==> src/rtl/ctc_pkg.sv <==
package ctc_pkg;

    localparam int BYTE_W = 8;
    localparam int SEL_W  = 3;

    localparam logic [SEL_W-1:0] SEL_MODE   = 3'd0;
    localparam logic [SEL_W-1:0] SEL_CTRL   = 3'd1;
    localparam logic [SEL_W-1:0] SEL_RLD_HI = 3'd2;
    localparam logic [SEL_W-1:0] SEL_RLD_LO = 3'd3;
    localparam logic [SEL_W-1:0] SEL_CNT_HI = 3'd4;
    localparam logic [SEL_W-1:0] SEL_CNT_LO = 3'd5;

    typedef enum logic [1:0] {
        DC_PULSE   = 2'd0,
        DC_ONESHOT = 2'd1,
        DC_SQUARE  = 2'd2,
        DC_RSVD    = 2'd3
    } duty_e;

    typedef struct packed {
        logic  contin;
        logic  out_en;
        logic  ext_cnt;
        logic  ext_trg;
        logic  ext_gate;
        logic  retrig;
        duty_e duty;
    } mode_t;

    typedef enum logic [2:0] {
        CMD_NULL       = 3'd0,
        CMD_CLR_IP_IUS = 3'd1,
        CMD_SET_IUS    = 3'd2,
        CMD_CLR_IUS    = 3'd3,
        CMD_SET_IP     = 3'd4,
        CMD_CLR_IP     = 3'd5,
        CMD_SET_IE     = 3'd6,
        CMD_CLR_IE     = 3'd7
    } cmd_e;

    typedef struct packed {
        logic ius;
        logic ie;
        logic ip;
        logic err;
    } flags_t;

    function automatic logic [BYTE_W-1:0] ctrl_byte(flags_t f, logic rcc, logic gcb, logic cip);
        return {f.ius, f.ie, f.ip, f.err, rcc, gcb, 1'b0, cip};
    endfunction

endpackage

==> src/rtl/ctc_edge.sv <==
module ctc_edge #(
    parameter int N = 2
) (
    input  logic         clk,
    input  logic         rst,
    input  logic [N-1:0] lvl,
    output logic [N-1:0] rise
);
    for (genvar g = 0; g < N; g++) begin : g_bit
        logic prev_q;
        always_ff @(posedge clk) begin
            if (rst) prev_q <= 1'b0;
            else     prev_q <= lvl[g];
        end
        assign rise[g] = lvl[g] & ~prev_q;
    end
endmodule

==> src/rtl/ctc_core.sv <==
module ctc_core #(
    parameter int CNT_W = 16
) (
    input  logic             clk,
    input  logic             rst,
    input  logic             enable,
    input  logic             trig,
    input  logic             tick,
    input  logic             run,
    input  logic             contin,
    input  logic             retrig,
    input  logic [CNT_W-1:0] reload,
    output logic [CNT_W-1:0] count,
    output logic             cip,
    output logic             load,
    output logic             tc
);
    logic [CNT_W-1:0] count_q;
    logic             cip_q;
    logic             at_end;
    logic             step;

    assign load   = trig && (!cip_q || retrig);
    assign at_end = (count_q < CNT_W'(2));
    assign step   = enable && cip_q && run && tick && !load;
    assign tc     = step && at_end;
    assign count  = count_q;
    assign cip    = cip_q;

    always_ff @(posedge clk) begin
        if (rst) begin
            count_q <= '0;
            cip_q   <= 1'b0;
        end else if (!enable) begin
            cip_q   <= 1'b0;
        end else if (load) begin
            count_q <= reload;
            cip_q   <= 1'b1;
        end else if (step) begin
            if (at_end) begin
                if (contin) begin
                    count_q <= reload;
                end else begin
                    count_q <= '0;
                    cip_q   <= 1'b0;
                end
            end else begin
                count_q <= count_q - 1'b1;
            end
        end
    end

    assert_load_R2: assert property (@(posedge clk) disable iff (rst)
        load |=> (cip_q && count_q == $past(reload)));

    assert_step_R3: assert property (@(posedge clk) disable iff (rst)
        (step && !at_end) |=> (count_q == CNT_W'($past(count_q) - 1'b1)));

    assert_single_stop_R4: assert property (@(posedge clk) disable iff (rst)
        (tc && !contin) |=> (!cip_q && count_q == '0));

    assert_contin_reload_R4: assert property (@(posedge clk) disable iff (rst)
        (tc && contin) |=> (cip_q && count_q == $past(reload)));
endmodule

==> src/rtl/ctc_wave.sv <==
module ctc_wave
    import ctc_pkg::*;
(
    input  logic  clk,
    input  logic  rst,
    input  duty_e duty,
    input  logic  out_en,
    input  logic  load,
    input  logic  cip,
    input  logic  tc,
    output logic  out
);
    logic pulse_q, shot_q, sq_q;

    always_ff @(posedge clk) begin
        if (rst) begin
            pulse_q <= 1'b0;
            shot_q  <= 1'b0;
            sq_q    <= 1'b0;
        end else begin
            pulse_q <= tc;
            if (load)    shot_q <= 1'b1;
            else if (tc) shot_q <= 1'b0;
            if (load && !cip) sq_q <= 1'b0;
            else if (tc)      sq_q <= ~sq_q;
        end
    end

    always_comb begin
        out = 1'b0;
        if (out_en) begin
            case (duty)
                DC_PULSE:   out = pulse_q;
                DC_ONESHOT: out = shot_q;
                DC_SQUARE:  out = sq_q;
                default:    out = 1'b0;
            endcase
        end
    end
endmodule

==> src/rtl/ctc_status.sv <==
module ctc_status
    import ctc_pkg::*;
(
    input  logic   clk,
    input  logic   rst,
    input  logic   enable,
    input  logic   cmd_wr,
    input  cmd_e   cmd,
    input  logic   tc,
    output flags_t flags
);
    flags_t f_q, f_cmd, f_nxt;

    always_comb begin
        f_cmd = f_q;
        if (cmd_wr) begin
            case (cmd)
                CMD_CLR_IP_IUS: begin f_cmd.ip = 1'b0; f_cmd.ius = 1'b0; f_cmd.err = 1'b0; end
                CMD_SET_IUS:    f_cmd.ius = 1'b1;
                CMD_CLR_IUS:    f_cmd.ius = 1'b0;
                CMD_SET_IP:     f_cmd.ip  = 1'b1;
                CMD_CLR_IP:     begin f_cmd.ip = 1'b0; f_cmd.err = 1'b0; end
                CMD_SET_IE:     f_cmd.ie  = 1'b1;
                CMD_CLR_IE:     f_cmd.ie  = 1'b0;
                default:        f_cmd = f_q;
            endcase
        end
        f_nxt = f_cmd;
        if (tc) begin
            f_nxt.err = f_cmd.err | f_cmd.ip;
            f_nxt.ip  = 1'b1;
        end
    end

    always_ff @(posedge clk) begin
        if (rst || !enable) f_q <= '0;
        else                f_q <= f_nxt;
    end

    assign flags = f_q;

    assert_tc_sets_ip_R3: assert property (@(posedge clk) disable iff (rst)
        tc |=> f_q.ip);

    assert_err_on_overrun_R12: assert property (@(posedge clk) disable iff (rst)
        (tc && f_q.ip && !cmd_wr) |=> f_q.err);

    assert_ack_clears_R11: assert property (@(posedge clk) disable iff (rst)
        (enable && cmd_wr && cmd == CMD_CLR_IP_IUS && !tc) |=> (!f_q.ip && !f_q.ius));
endmodule

==> src/rtl/ctc_channel.sv <==
module ctc_channel
    import ctc_pkg::*;
#(
    parameter int CNT_W = 16
) (
    input  logic              clk,
    input  logic              rst,
    input  logic              chan_enable,
    input  logic              cnt_in,
    input  logic              trg_in,
    input  logic              gate_in,
    input  logic              reg_wr,
    input  logic              reg_rd,
    input  logic [SEL_W-1:0]  reg_sel,
    input  logic [BYTE_W-1:0] reg_wdata,
    output logic [BYTE_W-1:0] reg_rdata,
    output logic              ct_out,
    output logic              irq
);
    localparam int NUM_PINS = 2;
    localparam int HI_LSB   = CNT_W - BYTE_W;

    mode_t            mode_q;
    logic [CNT_W-1:0] reload_q;
    logic [CNT_W-1:0] hold_q;
    logic [CNT_W-1:0] count;
    logic [CNT_W-1:0] view;
    logic             gcb_q, rcc_q;
    logic             wr_ctrl, gcb_nxt, sw_trig, hw_trig, trig, tick, run;
    logic             cip, load, tc;
    logic [NUM_PINS-1:0] pin_rise;
    flags_t           flags;
    logic [BYTE_W-1:0] ctrl_rd;

    ctc_edge #(.N(NUM_PINS)) u_edge (
        .clk (clk),
        .rst (rst),
        .lvl ({trg_in, cnt_in}),
        .rise(pin_rise)
    );

    assign wr_ctrl = reg_wr && (reg_sel == SEL_CTRL) && chan_enable;
    assign gcb_nxt = wr_ctrl ? reg_wdata[2] : gcb_q;
    assign sw_trig = wr_ctrl && reg_wdata[1];
    assign hw_trig = mode_q.ext_trg && pin_rise[1];
    assign trig    = chan_enable && gcb_nxt && (sw_trig || hw_trig);
    assign tick    = mode_q.ext_cnt ? pin_rise[0] : 1'b1;
    assign run     = gcb_q && (!mode_q.ext_gate || gate_in);

    always_ff @(posedge clk) begin
        if (rst) begin
            mode_q   <= '0;
            reload_q <= '0;
        end else if (reg_wr) begin
            case (reg_sel)
                SEL_MODE:   mode_q <= mode_t'(reg_wdata);
                SEL_RLD_HI: reload_q[CNT_W-1:HI_LSB] <= reg_wdata;
                SEL_RLD_LO: reload_q[BYTE_W-1:0]     <= reg_wdata;
                default:    ;
            endcase
        end
    end

    always_ff @(posedge clk) begin
        if (rst || !chan_enable) begin
            gcb_q <= 1'b0;
            rcc_q <= 1'b0;
            if (rst) hold_q <= '0;
        end else begin
            gcb_q <= gcb_nxt;
            if (wr_ctrl && reg_wdata[3] && !rcc_q) begin
                rcc_q  <= 1'b1;
                hold_q <= count;
            end else if (reg_rd && reg_sel == SEL_CNT_LO && rcc_q) begin
                rcc_q  <= 1'b0;
            end
        end
    end

    ctc_core #(.CNT_W(CNT_W)) u_core (
        .clk   (clk),
        .rst   (rst),
        .enable(chan_enable),
        .trig  (trig),
        .tick  (tick),
        .run   (run),
        .contin(mode_q.contin),
        .retrig(mode_q.retrig),
        .reload(reload_q),
        .count (count),
        .cip   (cip),
        .load  (load),
        .tc    (tc)
    );

    ctc_status u_status (
        .clk   (clk),
        .rst   (rst),
        .enable(chan_enable),
        .cmd_wr(wr_ctrl),
        .cmd   (cmd_e'(reg_wdata[7:5])),
        .tc    (tc),
        .flags (flags)
    );

    ctc_wave u_wave (
        .clk   (clk),
        .rst   (rst),
        .duty  (mode_q.duty),
        .out_en(mode_q.out_en),
        .load  (load),
        .cip   (cip),
        .tc    (tc),
        .out   (ct_out)
    );

    assign view    = rcc_q ? hold_q : count;
    assign ctrl_rd = ctrl_byte(flags, rcc_q, gcb_q, cip);
    assign irq     = flags.ip && flags.ie && !flags.ius;

    always_comb begin
        case (reg_sel)
            SEL_MODE:   reg_rdata = mode_q;
            SEL_CTRL:   reg_rdata = ctrl_rd;
            SEL_RLD_HI: reg_rdata = reload_q[CNT_W-1:HI_LSB];
            SEL_RLD_LO: reg_rdata = reload_q[BYTE_W-1:0];
            SEL_CNT_HI: reg_rdata = view[CNT_W-1:HI_LSB];
            SEL_CNT_LO: reg_rdata = view[BYTE_W-1:0];
            default:    reg_rdata = '0;
        endcase
    end

    assert_disable_clears_R13: assert property (@(posedge clk) disable iff (rst)
        !chan_enable |=> (ctrl_rd == '0));

    assert_freeze_holds_R10: assert property (@(posedge clk) disable iff (rst)
        (rcc_q && $past(rcc_q)) |-> (view == $past(view)));
endmodule

==> config.mk <==
export PLATFORM = sky130hd
export DESIGN_NAME = ctc_channel
export DESIGN_NICKNAME = d
export VERILOG_FILES = /design/src/rtl/ctc_pkg.sv /design/src/rtl/ctc_edge.sv /design/src/rtl/ctc_core.sv /design/src/rtl/ctc_wave.sv /design/src/rtl/ctc_status.sv /design/src/rtl/ctc_channel.sv
export SDC_FILE = /design/constraint.sdc
export NUM_CORES = 1
export LEC_CHECK = 0
export BUFFER_PORTS_ARGS = -buffer_cell sky130_fd_sc_hd__buf_2
export CAP_MARGIN = 20
export CORE_ASPECT_RATIO = 1.4
export CORE_MARGIN = 2
export CORE_UTILIZATION = 35
export DETAILED_ROUTE_END_ITERATION = 6
export GPL_ROUTABILITY_DRIVEN = 0
export SETUP_SLACK_MARGIN = 0.1
export SLEW_MARGIN = 30
export SYNTH_ARGS = -nofsm -noshare
export SYNTH_HDL_FRONTEND = slang
export SYNTH_SLANG_ARGS = --single-unit
==> constraint.sdc <==
create_clock -name clk -period 2.3 [get_ports clk]
set_input_delay 0.46 -clock clk [delete_from_list [all_inputs] [get_ports clk]]
set_output_delay 0.46 -clock clk [all_outputs]
set_load 0.01 [all_outputs]
==> impl_results.md <==
- Outcome: finished, final reports clean
- Die Wd: 89.26 um
- PortBufs: 28
- Worst Hold End: u_edge.g_bit[0].prev_q
- Number of synthesized flops with an enable pin: 16
- Clk_lat worst skew: 340 ps
- Prevailing post-synth register cell: dfxtp_1
- RR Endpoint: u_core.count[13]
- Syn nets: 422
- Largest cells by area after synthesis: dfxtp_1, edfxtp_1, mux4_2
- Placed cell area: 0.004005 mm2
- Origin of the critical flop-to-flop path: u_core.count[11]
- Final worst path period need: 2192 ps
- Avg Cell Area, Syn: 8.861 um2
- Crit path required time: 2560 ps
- Most used cell, CP: or4_4
- Nets: 473
- Main combinational cell family by area after synthesis: simple AND/OR/NAND/NOR gates
- Cts-stage hold buffer count: 0
- Synth Cell Area: 0.003562 mm2
- Clock Tree Root: clkbuf_16
- Mux share of post-synthesis cell area: 9.097%
- Cell count after placement: 571
- Critical path peak fanout: 7
- Seq/Total Area, Yosys: 42.71%
- Yosys cell types: 59
- RSZ-0062 raised after global routing: yes
- Synth Area in Simple Gates: 19.88%
- Drt drc: 0
- Tightest Pin Transition: 718.3 ps
- Die area: 0.01101 mm2
- Hold Crit Class: in -> reg
- Finished layout cell area: 0.004375 mm2
- Max Slew Vio Count: 0
- Critical path class: reg -> reg
- Synth warn: 0
- CP arrival: 2450 ps
- Fraction of layout cells with a size suffix above 1: 24.67%
- Max_cap viols: 0
- F_max: 456.1 MHz
- Core area: 0.009899 mm2
- # fillers: 1001
- CTS Buffer Depth: 2
- CP bufs+invs: 0
- Crit end category: flop
- Critical Path Slowest Stage Cell: or4_4
- Hpwl dp: 7.813 mm
- Hold Crit Start: cnt_in
- CTS buffer count: 9
- Fin crit share: 95.32%
- Starting density of the core: 35.98%
- XOR/XNOR Fraction of Synth Area: 1.475%
- Post-route ant nets: 0
- Worst reg2reg path depth: 6
- N_diodes: 0
- Core Util, Final: 44.20%
- Iteration count of the initial detailed-routing pass: 5
- Die height: 123.4 um
- Largest stage delay, worst path: 540 ps
- First-pass GRT wire length: 16.77 mm
- Leakage power: 1.625 nW
- Total gr overflow: 0
- Vias per cell: 5.540
- Initial antenna violation count: 0
- Area Growth Syn to Fin: 22.83%
- Final-report setup violation count: 0
- Cells after Synth: 402
- Power Dens Cells: 604.1 mW/mm2
- Slew headroom: 52.11%
- Critical Path Source Type: flop
- CTS tree: done
- Synth Area in Compound Gates: 19.63%
- Clk slew on worst S/H paths: 50 ps
- Most frequent cells in the layout: nand2_1, dfxtp_1, buf_4, a21oi_1, nor2_1
- Post-Synth Adder-Cell Area: 0.3512%
- FF-to-FF setup slack: 110 ps
- Clock Skew: 6.421 ps
- Yosys top cell area share: 29.22%
- Crit-path cells: or4_4, or4_4, or3_4, o21ai_4, nand3b_1, o31ai_2
- Num rows: 43
- Maximum number of pins on one net before global-route repair: 27
- Worst Hold Depth: 2
- Total Power: 2.643 mW
- Critical path's top delay family: simple AND/OR/NAND/NOR gates
- Number of global-route vias before repair: 3139
- Post-synth ARST share: 0%
- Htree depth: 3
- Post-Route WL: 10.75 mm
- First DRT Iteration DRCs: 327
- Most common cell after layout, fill and taps aside: nand2_1
- Wire per inst: 18.13 um
- Tot GR Track Use: 20.68%
- Largest area contributor in the netlist: dfxtp_1
- Synth Register Bits: 68
- IO Count: 29
- Peak VDD IR: 0.3670 mV
- TritonCTS Sinks: 68
- Hold slack: 341.0 ps
- Final hold vios: 0
- Fin cells: 593
- Via count: 3285
[report_power, final]
part / internal [mW] / switching [mW] / total (mW) / leakage, nW
Clock: 0.722 / 0.492 / 1.21 / 0.125
Combinational: 0.0635 / 0.108 / 0.171 / 0.915
Sequential: 1.24 / 0.0135 / 1.26 / 0.586
Total: 2.03 / 0.613 / 2.64 / 1.63
[layer usage]
metal / part of all wire [%] / GRT usage, %
met4: 2.9 / 8.955
met5: 0 / 0
met3: 5.6 / 4.473
met1: 38 / 24.26
met2: 53 / 35.69
[cell type report]
class | instances | area, um2 | area share (%)
clock buffers | 13 | 240.2 | 5.490
clock inverters | 3 | 13.76 | 0.3146
inverters | 30 | 112.6 | 2.574
flip-flops and latches | 68 | 1521 | 34.77
well taps | 135 | 168.9 | 3.860
multi-input cells | 278 | 1839 | 42.04
repair buffers | 66 | 479.2 | 10.95
[stage by stage]
| step | TNS [ps] | worst slack, ps |
|---|---|---|
| 2_1_floorplan | 0 | 100.1 |
| 3_3_place_gp | -1075 | -86.01 |
| 3_5_place_dp | -1497 | -125.4 |
| 4_1_cts | 0 | 91.89 |
| 5_1_grt | 0 | 65.50 |
| 6_report | 0 | 107.7 |
[cell families (layout without fill, tap and decap cells)]
logic type	Yosys count	count (layout)
simple gates	148	148
compound gates	106	106
flops	68	68
buf+inv	56	112
mux	17	17
xor+xnor	6	6
fa+ha+maj	1	1
[worst max path at each step]
| stage | to | depth (start not counted) | slack (ps) | from |
|---|---|---|---|---|
| floorplan | reg_rdata[0] | 6 | 100 | reg_sel[0] |
| global placement | u_core.count[0] | 6 | -90 | reg_sel[0] |
| detailed placement | u_core.count[7] | 6 | -130 | reg_sel[0] |
| CTS | u_core.count[7] | 7 | 90 | u_core.count[11] |
| global route | u_core.count[13] | 6 | 70 | u_core.count[11] |
| finish | u_core.count[13] | 6 | 110 | u_core.count[11] |
[synthesized netlist by cell type (5+ instances only)]
| library cell | number |
|---|---|
| clkbuf_1 | 17 |
| nor2b_1 | 5 |
| nand2_1 | 63 |
| xnor2_1 | 5 |
| edfxtp_1 | 16 |
| nand3_1 | 12 |
| mux4_2 | 11 |
| mux2i_1 | 5 |
| o21ai_1 | 8 |
| o21ai_0 | 9 |
| a21oi_1 | 32 |
| and2_1 | 7 |
| a22oi_1 | 8 |
| o22ai_1 | 8 |
| a32oi_1 | 6 |
| nor2_1 | 32 |
| a211oi_1 | 15 |
| inv_1 | 30 |
| dfxtp_1 | 52 |
[timing repair]
| action | in CTS | in global routing |
|---|---|---|
| gates cloned | 0 | 1 |
| setup endpoints to repair | 11 | 18 |
| pin swaps | 0 | 9 |
| buffers inserted | 4 | 1 |
| gates resized for setup | 4 | 8 |
[sequential cells by signal (all words and copies together) (netlist names), 2 cells and up]
signal and count:
reload_q 16, hold_q 16, mode_q 8, u_core.count 16
u_edge.g_bit.prev_q 2, u_status.flags 4
[worst register-to-register path, delay by kind of cell, from the launching register on]
family	cells	cell delay (ps)
AND/OR/NAND/NOR	4	1560
flip-flops	1	310
AO/OA/AOI/OAI	2	240
Power figures use the tool's default switching activity.
